### config.mk
export PLATFORM = sky130hd
export DESIGN_NAME = in_stat_reg
export DESIGN_NICKNAME = d
export VERILOG_FILES = /design/src/rtl/in_stat_pkg.sv /design/src/rtl/isr_flag_cell.sv /design/src/rtl/isr_arm.sv /design/src/rtl/isr_bus_dec.sv /design/src/rtl/in_stat_reg.sv
export SDC_FILE = /design/constraint.sdc
export NUM_CORES = 1
export LEC_CHECK = 0
export ABC_CLOCK_PERIOD_IN_PS = 1100
export BUFFER_PORTS_ARGS = -buffer_cell sky130_fd_sc_hd__buf_4
export CAP_MARGIN = 20
export CORE_AREA = 2 2 39 41
export DETAILED_ROUTE_END_ITERATION = 6
export DIE_AREA = 0 0 41 43
export GPL_ROUTABILITY_DRIVEN = 0
export SYNTH_ARGS = -nofsm -noshare
export SYNTH_HDL_FRONTEND = slang
export SYNTH_SLANG_ARGS = --single-unit
### constraint.sdc
create_clock -name clk -period 1.1 [get_ports clk]
set_clock_uncertainty 0.1 [all_clocks]
set_input_delay 0.165 -clock clk [delete_from_list [all_inputs] [get_ports clk]]
set_output_delay 0.165 -clock clk [all_outputs]
set_load 0.05 [all_outputs]
### src/rtl/in_stat_pkg.sv
package in_stat_pkg;
    localparam int          ADDR_W    = 8;
    localparam int          STAT_W    = 8;
    localparam int          NFLAG     = 2;
    localparam int          OV_POS    = 7;
    localparam int          UV_POS    = 3;
    localparam logic [7:0]  STAT_CMD  = 8'h7C;
    localparam int          IDX_OV    = 0;
    localparam int          IDX_UV    = 1;

    typedef struct packed {
        logic flag;
    } flag_st_t;

    typedef struct packed {
        logic armed;
    } arm_st_t;

    function automatic int flag_pos(input int idx);
        return (idx == IDX_OV) ? OV_POS : UV_POS;
    endfunction
endpackage

### src/rtl/isr_flag_cell.sv
module isr_flag_cell
    import in_stat_pkg::*;
(
    input  logic clk,
    input  logic rst_n,
    input  logic set_i,
    input  logic clr_i,
    output logic flag_o
);
    flag_st_t st_d, st_q;

    always_comb begin
        st_d = st_q;
        if (clr_i) st_d.flag = 1'b0;
        if (set_i) st_d.flag = 1'b1;
    end

    always_ff @(posedge clk or negedge rst_n) begin
        if (!rst_n) st_q <= '0;
        else        st_q <= st_d;
    end

    assign flag_o = st_q.flag;
endmodule

### src/rtl/isr_arm.sv
module isr_arm
    import in_stat_pkg::*;
(
    input  logic clk,
    input  logic rst_n,
    input  logic above_i,
    output logic armed_o
);
    arm_st_t st_d, st_q;

    always_comb begin
        st_d = st_q;
        if (above_i) st_d.armed = 1'b1;
    end

    always_ff @(posedge clk or negedge rst_n) begin
        if (!rst_n) st_q <= '0;
        else        st_q <= st_d;
    end

    assign armed_o = st_q.armed;
endmodule

### src/rtl/isr_bus_dec.sv
module isr_bus_dec
    import in_stat_pkg::*;
#(
    parameter int              AW   = ADDR_W,
    parameter int              DW   = STAT_W,
    parameter int              NF   = NFLAG,
    parameter logic [AW-1:0]   CODE = STAT_CMD
) (
    input  logic          wr_en_i,
    input  logic          rd_en_i,
    input  logic [AW-1:0] addr_i,
    input  logic [DW-1:0] wdata_i,
    input  logic [NF-1:0] flags_i,
    output logic [NF-1:0] w1c_o,
    output logic [DW-1:0] rdata_o
);
    logic hit;
    assign hit = (addr_i == CODE);

    for (genvar i = 0; i < NF; i++) begin : g_w1c
        localparam int P = flag_pos(i);
        assign w1c_o[i] = wr_en_i && hit && wdata_i[P];
    end

    always_comb begin
        rdata_o = '0;
        if (rd_en_i && hit) begin
            for (int i = 0; i < NF; i++) rdata_o[flag_pos(i)] = flags_i[i];
        end
    end
endmodule

### src/rtl/in_stat_reg.sv
module in_stat_reg
    import in_stat_pkg::*;
#(
    parameter logic [ADDR_W-1:0] CMD_CODE = STAT_CMD
) (
    input  logic              clk,
    input  logic              rst_n,
    input  logic              ovp_evt_i,
    input  logic              abv_on_i,
    input  logic              blw_off_i,
    input  logic              ovp_dis_i,
    input  logic              uv_dis_i,
    input  logic              clr_all_i,
    input  logic              out_on_i,
    input  logic              wr_en_i,
    input  logic              rd_en_i,
    input  logic [ADDR_W-1:0] addr_i,
    input  logic [STAT_W-1:0] wdata_i,
    output logic [STAT_W-1:0] rdata_o,
    output logic              alert_o
);
    logic [NFLAG-1:0] flag_q;
    logic [NFLAG-1:0] set_vec;
    logic [NFLAG-1:0] clr_vec;
    logic [NFLAG-1:0] w1c;
    logic             armed;

    isr_arm u_arm (
        .clk     (clk),
        .rst_n   (rst_n),
        .above_i (abv_on_i),
        .armed_o (armed)
    );

    isr_bus_dec #(
        .AW   (ADDR_W),
        .DW   (STAT_W),
        .NF   (NFLAG),
        .CODE (CMD_CODE)
    ) u_dec (
        .wr_en_i (wr_en_i),
        .rd_en_i (rd_en_i),
        .addr_i  (addr_i),
        .wdata_i (wdata_i),
        .flags_i (flag_q),
        .w1c_o   (w1c),
        .rdata_o (rdata_o)
    );

    always_comb begin
        set_vec         = '0;
        set_vec[IDX_OV] = ovp_evt_i && !ovp_dis_i;
        set_vec[IDX_UV] = armed && blw_off_i && !uv_dis_i;
    end

    assign clr_vec = w1c | {NFLAG{clr_all_i | out_on_i}};

    for (genvar i = 0; i < NFLAG; i++) begin : g_flag
        isr_flag_cell u_cell (
            .clk    (clk),
            .rst_n  (rst_n),
            .set_i  (set_vec[i]),
            .clr_i  (clr_vec[i]),
            .flag_o (flag_q[i])
        );
    end

    assign alert_o = |flag_q;
endmodule

-- Word level (Yosys, flattened, before mapping)
Cells that the tools add are included.
- register bits: 3
- latch bits: 0
- memory bits (writable): 0
- ROM bits: 0
- bits of input ports: 27
- output and inout port bits: 9
- word-level logic and storage cells: 24
- memories kept: 0
- add/subtract/negate cells: 0
- multiply operators: 0
- div/mod/pow operators: 0
- $lt $le $gt $ge: 0
- equal/unequal tests: 1
- shift-type cells: 0
- multiplexer cells: 6
- bitwise logic cells: 2
- reductions and logical operators: 12
- operators with widths (kind ; number):
    $eq A8 B7 Y1 const B ; 1
    $logic_and A1 B1 Y1 ; 7
    $mux W1 ; 6
    $reduce_bool A2 Y1 ; 2
    $logic_not A1 Y1 ; 2
    $or A2 B2 Y2 ; 1
    $reduce_or A2 Y1 ; 1
    $or A1 B1 Y1 ; 1

-- Longest topological paths before layout
- word-level depth: 6
- mapped depth: 3

-- Modules after synthesis
A second synthesis with hierarchy kept.
- cells, all modules: 30
- area, all modules: 292.8 um2
- by module, submodules not included (module ; instances ; cells an instance ; area each (um2) ; seq. area each (um2)):
    isr_bus_dec ; 1 ; 17 ; 155.1 ; 0.0
    isr_flag_cell ; 2 ; 3 ; 36.3 ; 25.0
    in_stat_reg ; 1 ; 5 ; 33.8 ; 0.0
    isr_arm ; 1 ; 2 ; 31.3 ; 25.0

-- Worst setup path before layout
Ideal clock, no wire load.
- path type: in2out
- from: in addr_i[7]
- to: out rdata_o[3]
- arrival: 1.029 ns
- setup slack: -0.194 ns
- cell stages on the path: 3
- cell sequence: nand2b_4 > nor4_4 > and3_1
- word-level cells in the longest chain between the ends: 3
- ends and longest elaborated chain (item ; line ; text):
    from (decl) ; in_stat_reg.sv:17 ; input logic [ADDR_W-1:0] addr_i,
    $eq A8 B7 Y1 ; isr_bus_dec.sv:18 ; assign hit = (addr_i == CODE);
    $logic_and A1 B1 Y1 ; isr_bus_dec.sv:27 ; if (rd_en_i && hit) begin
    $mux W1 ; isr_bus_dec.sv:27 ;
    to (decl) ; in_stat_reg.sv:19 ; output logic [STAT_W-1:0] rdata_o,
No other way between the ends.

-- Worst setup path after layout
- from: reg g_flag[0].u_cell.st_q
- to: out alert_o
- word-level cells in the longest chain between the ends: 1
- ends and longest elaborated chain (item ; line ; text):
    from (decl) ; isr_flag_cell.sv:10 ; flag_st_t st_d, st_q;
    from (signal assigned) ; isr_flag_cell.sv:20 ; else st_q <= st_d;
    $reduce_or A2 Y1 ; in_stat_reg.sv:68 ; assign alert_o = |flag_q;
    to (decl) ; in_stat_reg.sv:20 ; output logic alert_o
No other way between the ends.

==> impl_metrics.json <==
{
  "finalCriticalPeriod_ps": 1286,
  "avgSynthCellArea_um2": 8.714,
  "cts_sinks": 3,
  "syn2layout_area_growth_pct": 111.3,
  "synth_adder_area_share_pct": 0,
  "swShare_pct": 31.44,
  "first_global_vias": 284,
  "synth-simple-area-share_pct": 41.03,
  "wl_um": 595,
  "worst_slack_ps": -185.6,
  "synth_warnings": 0,
  "violations": "negative setup slack",
  "required_ps": 830,
  "min-delay-start": "abv_on_i",
  "worstReg2RegEnd": "g_flag[1].u_cell.flag_o",
  "clock_latency_ps": 230,
  "register_area_um2": 75.07,
  "status": "complete, but fails checks",
  "rsz0062_at_grt": "true",
  "drive_above_1_share_pct": 61.02,
  "cts_buffers": 3,
  "hold_path_depth": 2,
  "whs_ps": 18.05,
  "yosys.area.top_type": "dfrtp_1",
  "multi_input_area_um2": 155.1,
  "cts_tree": "built",
  "grt_antenna_before_repair": 0,
  "grt_pass1_wl_um": 1000,
  "r2r_cells": 3,
  "drtIter0Drc": 1,
  "synth-compound-area-share_pct": 8.205,
  "start_util_pct": 17.63,
  "intPower_mw": 0.3301,
  "yosysSeqAreaShare_pct": 30.77,
  "critPathMaxStageDelay_ps": 380,
  "fillCellCount": 147,
  "diodes": 0,
  "track_usage_pct": 8.972,
  "synth.top_cell.area_share_pct": 30.77,
  "port_buffers": 23,
  "end_kind": "output pin",
  "cts-root-buf": "clkbuf_4",
  "synth_cells": 28,
  "die-area_um2": 1763,
  "cellLeakagePower_nw": 0.2651,
  "vias": 285,
  "rr_startpoint": "u_arm.armed_o",
  "rrSetupSlack_ps": 140,
  "period_share_pct": 116.9,
  "synth_xor_area_share_pct": 0,
  "cp.arrival_ps": 1020,
  "hp-class": "in -> reg",
  "gr-total-overflow": 0,
  "core-area_um2": 1384,
  "num-nets-final": 87,
  "start_kind": "flop",
  "hpwlAfterDp_um": 502.1,
  "ys_seq_elements": 3,
  "crit_chain": "or2_4 > buf_8",
  "fmax_ghz": 0.7778,
  "path_class": "reg -> out",
  "wl_per_cell_um": 7.933,
  "p_per_area_nw_per_um2": 933.8,
  "p_comb_share_pct": 34.1,
  "hold_violations": 0,
  "synth.distinct_cells": 13,
  "ios": 36,
  "rows": 14,
  "cts_buffer_depth": 2,
  "holdPathEnd": "u_arm.armed_o",
  "setup_viol": 3,
  "synth_area_leaders": "dfrtp_1 (31%), buf_4 (18%), nor4_4 (8.7%), a21oi_1 (8.2%), nand2b_4 (5.6%)",
  "cp_max_fo": 3,
  "die_h_um": 43,
  "antenna_left": 0,
  "first_pass_iters": 2,
  "synth_area_um2": 244.0,
  "die_width_um": 41,
  "final_area_um2": 515.5,
  "cts.clk_slew.worst_paths_ps": 40,
  "post-route-drc-count": 0,
  "p_sw_mw": 0.1513,
  "clockPowerShare_pct": 40.9,
  "place_area_um2": 435.4,
  "viasPerCell": 3.800,
  "muxShareOfSynthArea_pct": 0,
  "slowest_stage": "dfrtp_1",
  "mostFrequentLayoutCell": "buf_4",
  "mostFrequentLayoutCells": "buf_4 (23), conb_1 (6), a21oi_1 (4)",
  "grt_max_degree": 4,
  "cts-htree-levels": 1,
  "synth_top_family_by_area": "simple AND/OR/NAND/NOR gates",
  "pwr-share-seq_pct": 25.0,
  "slew_viol_final": 0,
  "cap_violations": 0,
  "vdd_drop_max_uv": 252.7
}
worst max-delay path by stage:
stage	from	endpoint	slack, ps	cells after the start
5_1_grt	addr_i[7]	rdata_o[3]	-230	5
3_3_place_gp	addr_i[7]	rdata_o[3]	-220	5
6_report	g_flag[0].u_cell.flag_o	alert_o	-190	2
2_1_floorplan	addr_i[7]	rdata_o[3]	-30	3
3_5_place_dp	addr_i[7]	rdata_o[3]	-240	5
4_1_cts	g_flag[0].u_cell.flag_o	alert_o	-190	2
flip-flops by register name (all words and copies together) (netlist names):
name / count
u_arm.armed_o: 1
g_flag.u_cell.flag_o: 2
synthesized netlist by cell type:
cell type,number
nand2b_4,1
nor2_1,3
and3_1,2
nor2b_1,1
nand2_1,2
nor4_4,1
buf_4,6
a21oi_1,4
dfrtp_1,3
or2_2,2
conb_1,1
nand4_1,1
and3b_1,1
worst max-delay path, delay by kind of cell (launching register included):
family / cells / cell delay [ps]
buffers and inverters: 1 / 150
DFF: 1 / 380
and+or+nand+nor: 1 / 260
power by group through the flow:
| stage | Combinational, mW | Sequential [mW] | Clock (mW) |
|---|---|---|---|
| 2_1_floorplan | 0.0980 | 0.121 | 0 |
| 3_3_place_gp | 0.151 | 0.121 | 0 |
| 3_5_place_dp | 0.152 | 0.122 | 0 |
| 4_1_cts | 0.165 | 0.121 | 0.202 |
| 5_1_grt | 0.177 | 0.121 | 0.213 |
| 6_report | 0.164 | 0.120 | 0.197 |
cell families after synthesis:
family | count (synthesis)
buf+inv | 6
compound gates | 4
flops | 3
other cells | 1
simple gates | 14
cell type report:
cell class                 count  share of cell area [%]
tap                           16                   3.883
clock buffer                   4                   5.097
sequential                     3                   14.56
timing repair buffer          28                   46.36
multi-input combinational     24                   30.10
per-layer routing:
metal  track usage, %  wire [µm]  up-vias
met5                0          0        -
met2            15.00        343       18
met4            8.000         23        0
met1            6.515        138      120
li1                 -          -      143
met3            4.712         90        4
timing repair:
item | CTS | global route
cloned | 0 | 0
hold buffers | 1 | 0
endpoints found under the hold margin | 3 | 0
buffers inserted | 1 | 1
resized for setup | 8 | 0
endpoints found under the setup margin | 3 | 3
metrics by stage:
step | utilization (%) | power, mW | worst slack (ps) | cells | TNS, ps
finish | 37.25 | 0.4814 | -185.6 | 75 | -526.9
global placement | 31.46 | 0.2725 | -217.3 | 68 | -450.3
CTS | 36.71 | 0.4877 | -192.6 | 74 | -535.1
global route | 37.25 | 0.5110 | -233.4 | 75 | -669.0
detailed placement | 31.46 | 0.2731 | -240.9 | 68 | -507.6
floorplan | - | 0.2185 | -33.52 | 33 | -67.05
No activity file was read; power rests on OpenSTA's default activity.
